<file path="src/rtl/i2cmux_pkg.sv">
package i2cmux_pkg;

    localparam int NUM_BUS = 4;
    localparam int CODE_W  = $clog2(NUM_BUS);
    localparam int NUM_OPT = 2;

    typedef enum logic [CODE_W-1:0] {
        BUS_SFP  = 2'd0,
        BUS_MEZZ = 2'd1,
        BUS_OPTA = 2'd2,
        BUS_OPTB = 2'd3
    } bus_e;

    typedef struct packed {
        logic scl;
        logic sda;
    } host_line_t;

    typedef struct packed {
        logic scl_pull;
        logic sda_pull;
    } lane_drive_t;

    // Both host lines high: no bit or start/stop in progress.
    function automatic logic host_idle(host_line_t h);
        return h.scl & h.sda;
    endfunction

    // Optical module index -> bus code it answers to.
    function automatic bus_e opt_code(int idx);
        return (idx == 0) ? BUS_OPTA : BUS_OPTB;
    endfunction

endpackage

</file>
<file path="src/rtl/i2cmux_sel_hold.sv">
module i2cmux_sel_hold
    import i2cmux_pkg::*;
(
    input  logic       clk_i,
    input  logic       rst_i,
    input  logic [CODE_W-1:0] req_code_i,
    input  host_line_t host_i,
    output bus_e       active_o
);
    bus_e active_q;

    always_ff @(posedge clk_i) begin
        if (rst_i) begin
            active_q <= BUS_SFP;
        end else if (host_idle(host_i)) begin
            active_q <= bus_e'(req_code_i);
        end
    end

    assign active_o = active_q;
endmodule

</file>
<file path="src/rtl/i2cmux_lane.sv">
module i2cmux_lane
    import i2cmux_pkg::*;
#(
    parameter int LANE_CODE = 0
) (
    input  bus_e        active_i,
    input  host_line_t  host_i,
    output lane_drive_t drive_o
);
    logic hit;

    always_comb begin
        hit              = (active_i == bus_e'(LANE_CODE));
        drive_o.sda_pull = hit & ~host_i.sda;
        drive_o.scl_pull = hit & ~host_i.scl;
    end
endmodule

</file>
<file path="src/rtl/i2cmux_ret_and.sv">
module i2cmux_ret_and
    import i2cmux_pkg::*;
(
    input  logic [NUM_BUS-1:0] rd_i,
    output logic               sda_o
);
    assign sda_o = &rd_i;
endmodule

</file>
<file path="src/rtl/i2c3w_mux.sv">
module i2c3w_mux
    import i2cmux_pkg::*;
(
    input  logic               clk_i,
    input  logic               rst_i,
    input  logic               host_sel0_i,
    input  logic               host_sel1_i,
    input  logic               host_scl_i,
    input  logic               host_sda_i,
    output logic               host_sda_o,
    output logic [NUM_BUS-1:0] dev_scl_pull_o,
    output logic [NUM_BUS-1:0] dev_sda_pull_o,
    input  logic [NUM_BUS-1:0] dev_sda_rd_i,
    output logic [NUM_OPT-1:0] opt_sel_n_o
);
    host_line_t        host;
    logic [CODE_W-1:0] req_code;
    bus_e              active;

    assign host.scl = host_scl_i;
    assign host.sda = host_sda_i;
    assign req_code = {host_sel1_i, host_sel0_i};

    i2cmux_sel_hold u_sel (
        .clk_i      (clk_i),
        .rst_i      (rst_i),
        .req_code_i (req_code),
        .host_i     (host),
        .active_o   (active)
    );

    for (genvar k = 0; k < NUM_BUS; k++) begin : g_lane
        lane_drive_t drv;
        i2cmux_lane #(.LANE_CODE(k)) u_lane (
            .active_i (active),
            .host_i   (host),
            .drive_o  (drv)
        );
        assign dev_sda_pull_o[k] = drv.sda_pull;
        assign dev_scl_pull_o[k] = drv.scl_pull;
    end

    for (genvar m = 0; m < NUM_OPT; m++) begin : g_opt
        assign opt_sel_n_o[m] = (active != opt_code(m));
    end

    i2cmux_ret_and u_ret (
        .rd_i  (dev_sda_rd_i),
        .sda_o (host_sda_o)
    );
endmodule

</file>
<file path="config.mk">
export PLATFORM = sky130hd
export DESIGN_NAME = i2c3w_mux
export DESIGN_NICKNAME = d
export VERILOG_FILES = /design/src/rtl/i2cmux_pkg.sv /design/src/rtl/i2cmux_sel_hold.sv /design/src/rtl/i2cmux_lane.sv /design/src/rtl/i2cmux_ret_and.sv /design/src/rtl/i2c3w_mux.sv
export SDC_FILE = /design/constraint.sdc
export NUM_CORES = 1
export LEC_CHECK = 0
export ABC_AREA = 1
export BUFFER_PORTS_ARGS = -buffer_cell sky130_fd_sc_hd__buf_2
export CELL_PAD_IN_SITES_DETAIL_PLACEMENT = 1
export CELL_PAD_IN_SITES_GLOBAL_PLACEMENT = 1
export CORE_AREA = 2 2 39 41
export CTS_BUF_LIST = sky130_fd_sc_hd__clkbuf_16
export DETAILED_ROUTE_END_ITERATION = 6
export DIE_AREA = 0 0 41 43
export PLACE_DENSITY_LB_ADDON = 0.1
export SLEW_MARGIN = 20
export SYNTH_ARGS = -nofsm -noshare
export SYNTH_HDL_FRONTEND = slang
export SYNTH_HIERARCHICAL = 1
export SYNTH_SLANG_ARGS = --single-unit
</file>
<file path="constraint.sdc">
create_clock -name clk_i -period 1.6 [get_ports clk_i]
set_input_delay 0.16 -clock clk_i [delete_from_list [all_inputs] [get_ports clk_i]]
set_output_delay 0.16 -clock clk_i [all_outputs]
set_load 0.1 [all_outputs]
</file>
# Word level (Yosys, flattened, before mapping)
# Cells that the tools add are included.
op_classes:
  eq_ne: 5
  n_bitwise: 11
  n_reduce_logical: 2
op_table:
  columns: ["op", "n"]
  rows:
  - ["bitwise AND 1 bit", 9]
  - ["== test 2 bit (second input constant)", 2]
  - ["!= test 2 bit (second input constant)", 2]
  - ["AND reduction 4 bit", 1]
  - ["== test 2 x 1 -> 1 bit (second input constant)", 1]
  - ["logical NOT 2 bit", 1]
  - ["inverter 1 bit", 2]
word_totals:
  ff_bits: 2
  inputBits: 10
  out_inout_bits: 11
  elab_cells: 19

# Logic depth before layout (Yosys ltp)
# Gate-level depths: netlist of run 1.
logic_depth:
  ltp_word: 2
  mapped_depth: 4
  depth_no_buf: 4

# Modules after synthesis
# Netlist of run 1, hierarchy kept.
modules_own_cells:
  columns: ["module", "n_inst", "cells_per_inst", "area_per_inst_um2", "seq_area_each_um2"]
  rows:
  - ["i2cmux_sel_hold", 1, 14, 87.6, 40.0]
  - ["i2cmux_lane (g_lane[1].u_lane ...)", 2, 4, 15.0, 0.0]
  - ["i2cmux_lane (g_lane[0].u_lane)", 1, 5, 18.8, 0.0]
  - ["i2c3w_mux", 1, 3, 11.3, 0.0]
  - ["i2cmux_lane (g_lane[3].u_lane)", 1, 3, 11.3, 0.0]
  - ["i2cmux_ret_and", 1, 3, 11.3, 0.0]

# Worst setup path before layout of run 1
# Ideal clock, no wire load.
synth_timing:
  path_type: "register to output"
  startpoint: "register u_sel.active_q[0], in the netlist u_sel/active_o[0]"
  endpoint: "output port dev_scl_pull_o[3]"
  arrival_ns: 1.729
  required_ns: 1.440
  path_slack_ns: -0.289
  path_stages_with_launch: 3
  n_path_buf: 0
  path_cell_list: "dfxtp_1 -> nand2_1 -> nor2_1"
synth_via:
  elab_chain_len: 2
synth_rtl:
  columns: ["item", "line", "source"]
  rows:
  - ["start, declared", "i2cmux_sel_hold.sv:10", "bus_e active_q;"]
  - ["start signal, assigned", "i2cmux_sel_hold.sv:16", "active_q <= bus_e'(req_code_i);"]
  - ["== test 2 bit", "i2cmux_lane.sv:13", "hit = (active_i == bus_e'(LANE_CODE));"]
  - ["bitwise AND 1 bit", "i2cmux_lane.sv:15", "drive_o.scl_pull = hit & ~host_i.scl;"]
  - ["end, declared", "i2c3w_mux.sv:11", "output logic [NUM_BUS-1:0] dev_scl_pull_o,"]
# Every way passes these cells.

# Worst setup path after layout of run 1
layout_timing:
  startpoint: "register u_sel.active_q[0], in the netlist u_sel/active_o[0]"
  endpoint: "output port dev_sda_pull_o[1]"
layout_via:
  elab_chain_len: 2
layout_rtl:
  columns: ["item", "line", "source"]
  rows:
  - ["== test 2 x 1 -> 1 bit", "i2cmux_lane.sv:13", null]
  - ["bitwise AND 1 bit", "i2cmux_lane.sv:14", "drive_o.sda_pull = hit & ~host_i.sda;"]
  - ["end, declared", "i2c3w_mux.sv:12", "output logic [NUM_BUS-1:0] dev_sda_pull_o,"]
# Every way passes these cells.

==> results.toml, run 1 <==
[cells_and_area]
largest_register_ffs = 2
layout.cells.non_filler = 75
syn_to_final_growth_pct = 119
postLayoutCoreUtil = 0.269
final_common_cell = "sky130_fd_sc_hd__buf_2"
final_cell_mix = "sky130_fd_sc_hd__buf_2, sky130_fd_sc_hd__nand2_1, sky130_fd_sc_hd__nor2_1, sky130_fd_sc_hd__inv_1"
drive_above_1_share = 0.458
fillers = 184
area_taken_by_multi_input_logic_gates_um2 = 108
design.final.nets = 71
antenna_cells = 0
layout.area.seq_um2 = 40.0

[run]
cap_violations = 0

[power]
clockPowerShare = 0.652
cellInternalPower_uw = 397
seqPwrFrac = 0.103
peakVddDrop_v = 0.000579
switching_share = 0.310
net-switching-power_uw = 179
totalPowerFinal_uw = 576
total_leakage_power_uw = 0.000219
comb_power_share = 0.244
power.density_nw_per_um2 = 1540

[synthesis]
synth_cells = 36
synthesis.yosys.warnings = 6
netlist_area_um2 = 170
synth-seq-cells = 2
post_synth_num_cell_types = 5
mean_instance_size_in_the_synthesized_netlist_um2 = 4.73
yosysSeqAreaShare = 0.235
mappedNetlistNets = 46

[hold_path]
worstHoldStart = "host_sel1_i"
hold_class = "primary input to flip-flop"

[worst_setup_path]
crit_arrival_ps = 1280
r2r-start = "u_sel/active_o[0]"
setup.worst_path.start = "u_sel/active_o[0]"
timing_worst_setup_path_type = "flip-flop to output pin"
crit_path_max_fanout = 7
critPathCaptureType = "output pin"
slowest_stage_delay_on_critical_path_ps = 430
worstSetupStartpointType = "flip-flop"
worst_path_dominant_cell_family = "flip-flops"
critical_path_top_delay_cell = "sky130_fd_sc_hd__dfxtp_1"
critical_path.n_buffers_inverters = 1
path_cells = "nand2_1, nor2_1, buf_2"
worst-endpoint-required_ps = 1440

[sta]
finalSetupViolations = 0
relSlewSlack = 0.677
grt_setup_unrepaired = "false"
fin_skew_ps = 0
maxClockFrequency_ghz = 0.695
number_of_hold_slack_violations_in_the_final_timing_report = 0
timing.final.max_slew_violations = 0
period_minus_slack_ps = 1440
final_worst_path_cycle_share = 0.899
pin_slew_with_the_least_headroom_to_its_limit_ps = 488
finalWorstSetupSlack_ps = 162

[cts]
cts-htree-levels = 1
tritoncts_num_sinks = 2
cts-root-buf = "sky130_fd_sc_hd__clkbuf_16"
max-clock-path-buffers = 2
cts_made_buffers = 3
cts_setup_buffers = 0
postCtsResizedCells = 0
cts_hold_buf = 0
tritoncts = "built"
worst_skew_pair.late_latency_ps = 220
cts_clock_pin_slew_for_the_worst_setup_and_hold_paths_ps = 30

[placed_design]
count_of_buffers_from_port_buffering = 20
place_inst = 72
pre_cts_ws_ps = 355
gp_routability_congestion = 0.544

[routing]
remaining_drc_errors = 0
drt-pass1-iter-count = 1
drtIter0Drc = 0
routed_via_density = 3.69
drt-wirelength-per-cell_um = 8.19
drtAntennaViolNets = 0
vias = 277
wirelength_um = 614

[die]
die_extent_in_y_um = 43
design.die.area_um2 = 1760
boundaryPins = 21
core_area_um2 = 1380
die-width_um = 41
fp-row-count = 14
floorplan.initialDensity = 0.123

[status]
outcome = "completed"

[grt]
number_of_global_route_vias_before_repair = 222
grt_start_max_net_pins = 8
grt-ovfl-total = 0
grt_antenna_before_repair = 0
grt_pass1_wl_um = 869
globalRouteTotalUtil = 0.0892
## per-layer routing
layer,part of all wire,global-route usage,up-vias
li1,-,-,146
met1,0.40,0.0767,110
met2,0.40,0.109,17
met3,0.12,0.0314,4
met4,0.080,0.160,0
met5,0,0,-
## power by group through the flow
stage	clock, uW	combinational, uW	sequential (uW)
6_report	376	141	59.5
4_1_cts	386	142	60.1
2_1_floorplan	0	114	58.7
5_1_grt	390	150	61.2
3_5_place_dp	0	142	60.7
3_3_place_gp	0	143	60.0
## cell type report
type / instances / share of cell area
inverter: 8 / 0.0805
clock buffer: 3 / 0.201
multi-input combinational: 26 / 0.289
tap: 16 / 0.0537
sequential: 2 / 0.107
timing repair buffer: 20 / 0.268
## synthesized netlist by cell type
| cell | instances | area (um^2) |
|---|---|---|
| sky130_fd_sc_hd__nor2_1 | 13 | 48.8 |
| sky130_fd_sc_hd__nand2_2 | 1 | 6.26 |
| sky130_fd_sc_hd__inv_1 | 8 | 30.0 |
| sky130_fd_sc_hd__dfxtp_1 | 2 | 40.0 |
| sky130_fd_sc_hd__nand2_1 | 12 | 45.0 |
## stage by stage
step,cell area [um^2],hold WS [ps],TNS (ps)
finish,373,165,0
global route,373,182,0
CTS,373,160,0
detailed placement,298,388,0
global placement,298,396,0
floorplan,178,295,-1730
## tightest hold or removal path: stages
cell	delay, ps
sky130_fd_sc_hd__buf_2	70
sky130_fd_sc_hd__nor2_1	30
sky130_fd_sc_hd__nor2_1	80
## worst paths after layout
check | to | slack [ps] | cells after the start
worst max-delay path | dev_sda_pull_o[1] | 160 | 3
worst min-delay path | u_sel/active_o[1] | 170 | 3
worst max register to register | u_sel/active_o[0] | 860 | 4
worst min register to register | u_sel/active_o[1] | 600 | 4
## cell families (layout without fill, tap and decap cells)
| group | count (synthesis) | after routing | synth area share |
|---|---|---|---|
| flops | 2 | 2 | 0.235 |
| buf+inv | 8 | 31 | 0.176 |
| simple gates | 26 | 26 | 0.588 |
Power figures use the tool's default switching activity.
==> run 2: changes to the inputs <==
- CORE_AREA: 2 2 39 41 -> 10 10 47 49
- DIE_AREA: 0 0 41 43 -> 0 0 57 59
==> results.toml, run 2 (same netlist as run 1, synthesis figures left out) <==
[cts]
cts-htree-levels = 1
cts_setup_buffers = 0
cts_hold_buf = 0
cts-root-buf = "sky130_fd_sc_hd__clkbuf_16"
max-clock-path-buffers = 2
cts_clock_pin_slew_for_the_worst_setup_and_hold_paths_ps = 30
tritoncts_num_sinks = 2
cts_made_buffers = 3
postCtsResizedCells = 0
tritoncts = "built"
worst_skew_pair.late_latency_ps = 220

[sta]
grt_setup_unrepaired = "false"
totalNegativeSetupSlack_ps = 0
timing.final.max_slew_violations = 0
period_minus_slack_ps = 1420
fin_skew_ps = 0
final_worst_path_cycle_share = 0.888
maxClockFrequency_ghz = 0.704
timing.hold.ws_ps = 172
pin_slew_with_the_least_headroom_to_its_limit_ps = 489
relSlewSlack = 0.676
finalSetupViolations = 0
number_of_hold_slack_violations_in_the_final_timing_report = 0

[worst_setup_path]
r2r-start = "u_sel/active_o[1]"
worst_path_dominant_cell_family = "buffers and inverters"
slowest_stage_delay_on_critical_path_ps = 430
worstSetupStartpointType = "flip-flop"
worst-endpoint-required_ps = 1440
reg2reg_setup_slack_ps = 870
crit_arrival_ps = 1260
critical_path_top_delay_cell = "sky130_fd_sc_hd__buf_2"
timing_worst_setup_path_type = "flip-flop to output pin"
crit_path_max_fanout = 7
worst_reg_to_reg_cells = 4
critPathCaptureType = "output pin"
critical_path.n_buffers_inverters = 1
path_cells = "nand2_1, nor2_1, buf_2"
worst_r2r_endpoint = "u_sel/active_o[1]"

[grt]
grt_pass1_wl_um = 1330
globalRouteTotalUtil = 0.0497
number_of_global_route_vias_before_repair = 330
grt-ovfl-total = 0
grt_antenna_before_repair = 0
grt_start_max_net_pins = 8

[cells_and_area]
post_layout_inst_area_um2 = 373
fillers = 193
antenna_cells = 0
largest_register_ffs = 2
design.final.nets = 71
drive_above_1_share = 0.458
final_cell_mix = "sky130_fd_sc_hd__buf_2, sky130_fd_sc_hd__nand2_1, sky130_fd_sc_hd__nor2_1, sky130_fd_sc_hd__inv_1"
postLayoutCoreUtil = 0.266
final_common_cell = "sky130_fd_sc_hd__buf_2"
syn_to_final_growth_pct = 119

[routing]
drtIter0Drc = 3
routed_via_density = 3.68
remaining_drc_errors = 0
vias = 276
drt-wirelength-per-cell_um = 9.91
drt-pass1-iter-count = 2
wirelength_um = 743
drtAntennaViolNets = 0

[die]
fp-row-count = 14
boundaryPins = 21
core_area_um2 = 1400
design.die.area_um2 = 3360
die_extent_in_y_um = 59
floorplan.initialDensity = 0.121
die-width_um = 57

[power]
net-switching-power_uw = 175
total_leakage_power_uw = 0.000219
power.density_nw_per_um2 = 1530
seqPwrFrac = 0.104
cellInternalPower_uw = 397
switching_share = 0.306
comb_power_share = 0.248
peakVddDrop_v = 0.00105
clockPowerShare = 0.649

[run]
cap_violations = 0

[hold_path]
min_delay_path_depth = 3
worstHoldStart = "host_sel0_i"
worstHoldEndpoint = "u_sel/active_o[0]"
hold_class = "primary input to flip-flop"

[status]
outcome = "completed"

[placed_design]
post-dp-hpwl_um = 647
gp_routability_congestion = 0.567
postPlaceCellArea_um2 = 298
count_of_buffers_from_port_buffering = 20
[run 2: final cells by class]
cell class / instances / area (um^2) / area share
Tap cell: 16 / 20.0 / 0.0537
Multi-Input combinational cell: 26 / 108 / 0.289
Timing Repair Buffer: 20 / 100 / 0.268
Clock buffer: 3 / 75.1 / 0.201
Inverter: 8 / 30.0 / 0.0805
Sequential cell: 2 / 40.0 / 0.107
[run 2: worst max-delay path by stage]
stage / startpoint / endpoint / slack (ps) / depth (start not counted)
after floorplan: u_sel/active_o[0] / dev_scl_pull_o[3] / -290 / 2
after global placement: u_sel/active_o[0] / dev_sda_pull_o[3] / 370 / 3
after detailed placement: u_sel/active_o[0] / dev_scl_pull_o[3] / 370 / 3
after CTS: u_sel/active_o[0] / dev_scl_pull_o[3] / 140 / 3
after global routing: u_sel/active_o[1] / dev_sda_pull_o[2] / 50 / 3
final: u_sel/active_o[0] / dev_scl_pull_o[3] / 180 / 3
[run 2: metal layers]
metal  wire length [um]  global-route usage
met1                349              0.0475
met2                348              0.0791
met3                 45              0.0386
met4                  0              0.0201
met5                  0                   0
[run 2: worst reg2reg max path: stages (launching register included)]
cell and delay, ps:
sky130_fd_sc_hd__dfxtp_1 410, sky130_fd_sc_hd__inv_1 70, sky130_fd_sc_hd__nand2_1 60, sky130_fd_sc_hd__nand2_1 50, sky130_fd_sc_hd__nor2_1 80
[run 2: stage by stage]
stage	worst slack (ps)	power [uW]	cells
2_1_floorplan	-289	172	36
3_3_place_gp	371	205	72
3_5_place_dp	372	204	72
4_1_cts	142	579	75
5_1_grt	50.9	595	75
6_report	179	571	75
[run 2: power groups by stage]
stage,clock network [uW],logic [uW],registers (uW)
floorplan,0,114,58.7
global placement,0,144,60.3
detailed placement,0,144,60.3
CTS,376,144,59.6
global route,383,152,60.7
finish,371,142,59.3
==> run 3: changes to the inputs <==
- SYNTH_HIERARCHICAL: 1 -> default
==> results.toml, run 3 <==
[cts]
cts_hold_buf = 0
worst_skew_pair.late_latency_ps = 220
max-clock-path-buffers = 2
tritoncts = "built"
cts-htree-levels = 1
cts_made_buffers = 3
cts-root-buf = "sky130_fd_sc_hd__clkbuf_16"
postCtsResizedCells = 0
cts_clock_pin_slew_for_the_worst_setup_and_hold_paths_ps = 30
cts_setup_buffers = 0
tritoncts_num_sinks = 2

[synthesis]
post_synth_fa_ha_maj_area_fraction = 0
yosysSeqAreaShare = 0.283
synth.area.mux_share = 0
synth_area_leaders = "sky130_fd_sc_hd__dfxtp_1, sky130_fd_sc_hd__nor2_1, sky130_fd_sc_hd__nand2_1"
yosysTopAreaCellShare = 0.283
synth-async-reset-ratio = 0
post_synth_and_or_nand_nor_area_fraction = 0.637
synth_common_cells = "sky130_fd_sc_hd__nor2_1, sky130_fd_sc_hd__nand2_1, sky130_fd_sc_hd__nor3_1"
mean_instance_size_in_the_synthesized_netlist_um2 = 5.24
synth-xor-area-share = 0
compound_gate_portion_of_the_synthesized_area = 0
netlist_area_um2 = 141
post_synth_num_cell_types = 6
synthDominantAreaCellType = "sky130_fd_sc_hd__dfxtp_1"
synth-seq-cells = 2
synth_edf_count = 0
synth_top_flop_cell = "sky130_fd_sc_hd__dfxtp_1"
synthesis.yosys.warnings = 0
synth_cells = 27
main_combinational_cell_family_by_area_after_synthesis = "simple AND/OR/NAND/NOR gates"
yosysMostFrequentCell = "sky130_fd_sc_hd__nor2_1"
mappedNetlistNets = 37

[die]
floorplan.initialDensity = 0.101
die-width_um = 57
core_area_um2 = 1400
die_extent_in_y_um = 59
boundaryPins = 21
fp-row-count = 14
design.die.area_um2 = 3360

[worst_setup_path]
critPathCaptureType = "output pin"
critical_path_top_delay_cell = "sky130_fd_sc_hd__buf_2"
slowest_stage_delay_on_critical_path_ps = 450
worst-endpoint-required_ps = 1440
crit_path_max_fanout = 4
critical_path.n_buffers_inverters = 2
path_cells = "inv_1, nand2_2, buf_2"
worstSetupStartpointType = "flip-flop"
worst_path_dominant_cell_family = "buffers and inverters"
crit_arrival_ps = 1350
timing_worst_setup_path_type = "flip-flop to output pin"

[grt]
grt_antenna_before_repair = 0
grt-ovfl-total = 0
grt_start_max_net_pins = 8
grt_pass1_wl_um = 1300
globalRouteTotalUtil = 0.0533
number_of_global_route_vias_before_repair = 268

[placed_design]
gp_routability_congestion = 0.629
count_of_buffers_from_port_buffering = 20
post-dp-hpwl_um = 710
pre_cts_ws_ps = 304

[cells_and_area]
syn_to_final_growth_pct = 221
design.final.nets = 62
largest_register_ffs = 2
final_cell_mix = "sky130_fd_sc_hd__buf_2, sky130_fd_sc_hd__nand2_1"
drive_above_1_share = 0.700
final_common_cell = "sky130_fd_sc_hd__buf_2"
antenna_cells = 0
postLayoutCoreUtil = 0.324

[run]
cap_violations = 0

[power]
total_leakage_power_uw = 0.000217
power.density_nw_per_um2 = 1300
peakVddDrop_v = 0.000956
totalPowerFinal_uw = 592

[routing]
remaining_drc_errors = 0
routed_via_density = 4.09
met2RoutedLength_um = 406
drt-pass1-iter-count = 1
detail_route.wirelength.met1_um = 325
maxUsedRoutingLayer = "met4"
drt-wirelength-per-cell_um = 12.5
wirelength_um = 826
drtIter0Drc = 0
vias = 270
drtAntennaViolNets = 0
route.met3.wl_um = 65

[sta]
maxClockFrequency_ghz = 0.664
timing.hold.ws_ps = 175
period_minus_slack_ps = 1510
grt_setup_unrepaired = "false"
finalWorstSetupSlack_ps = 94.8
pin_slew_with_the_least_headroom_to_its_limit_ps = 498
number_of_hold_slack_violations_in_the_final_timing_report = 0
relSlewSlack = 0.670
timing.final.max_slew_violations = 0
finalSetupViolations = 0
fin_skew_ps = 0
final_worst_path_cycle_share = 0.941

[status]
outcome = "completed"

[hold_path]
hold_class = "primary input to flip-flop"
==> run 3: worst register-to-register path, delay by kind of cell (launching register included) <==
kind	cells	cell delay, ps
buffers and inverters	1	80
DFF	1	500
and+or+nand+nor	3	190
==> run 3: per-layer routing <==
metal / up-vias / global-route usage
met5: - / 0
met4: 0 / 0.0604
met3: 4 / 0.0322
met2: 14 / 0.0775
met1: 121 / 0.0478
li1: 131 / -
==> run 3: path summary, 6_finish.rpt <==
check | depth (start not counted) | to | from | slack, ps
worst min-delay path | 3 | u_sel.active_o[1] | host_sel1_i | 170
worst max-delay path | 3 | opt_sel_n_o[0] | u_sel.active_o[0] | 90
worst min register to register | 4 | u_sel.active_o[1] | u_sel.active_o[1] | 670
worst max register to register | 4 | u_sel.active_o[1] | u_sel.active_o[1] | 760
==> run 3: kinds of logic (layout without fill, tap and decap cells) <==
logic type    count (synthesis)  after routing
buf+inv                       3             26
flops                         2              2
simple gates                 22             22
==> run 3: power by group <==
part	switching (uW)	internal [uW]
clock	56.7	318
sequential	6.98	53.8
combinational	122	35.2
total	185	407
==> run 3: stage by stage <==
stage	instance area [um^2]	setup TNS (ps)	std cells
3_3_place_gp	379	0	63
4_1_cts	454	0	66
2_1_floorplan	199	-1250	27
5_1_grt	454	0	66
6_report	454	0	66
3_5_place_dp	379	0	63
==> run 3: layout make-up <==
| class | instances | area [um^2] |
|---|---|---|
| multi-input combinational | 22 | 148 |
| clock buffer | 3 | 75.1 |
| inverter | 3 | 11.3 |
| fill | 180 | 947 |
| timing repair buffer | 20 | 160 |
| sequential | 2 | 40.0 |
| tap | 16 | 20.0 |
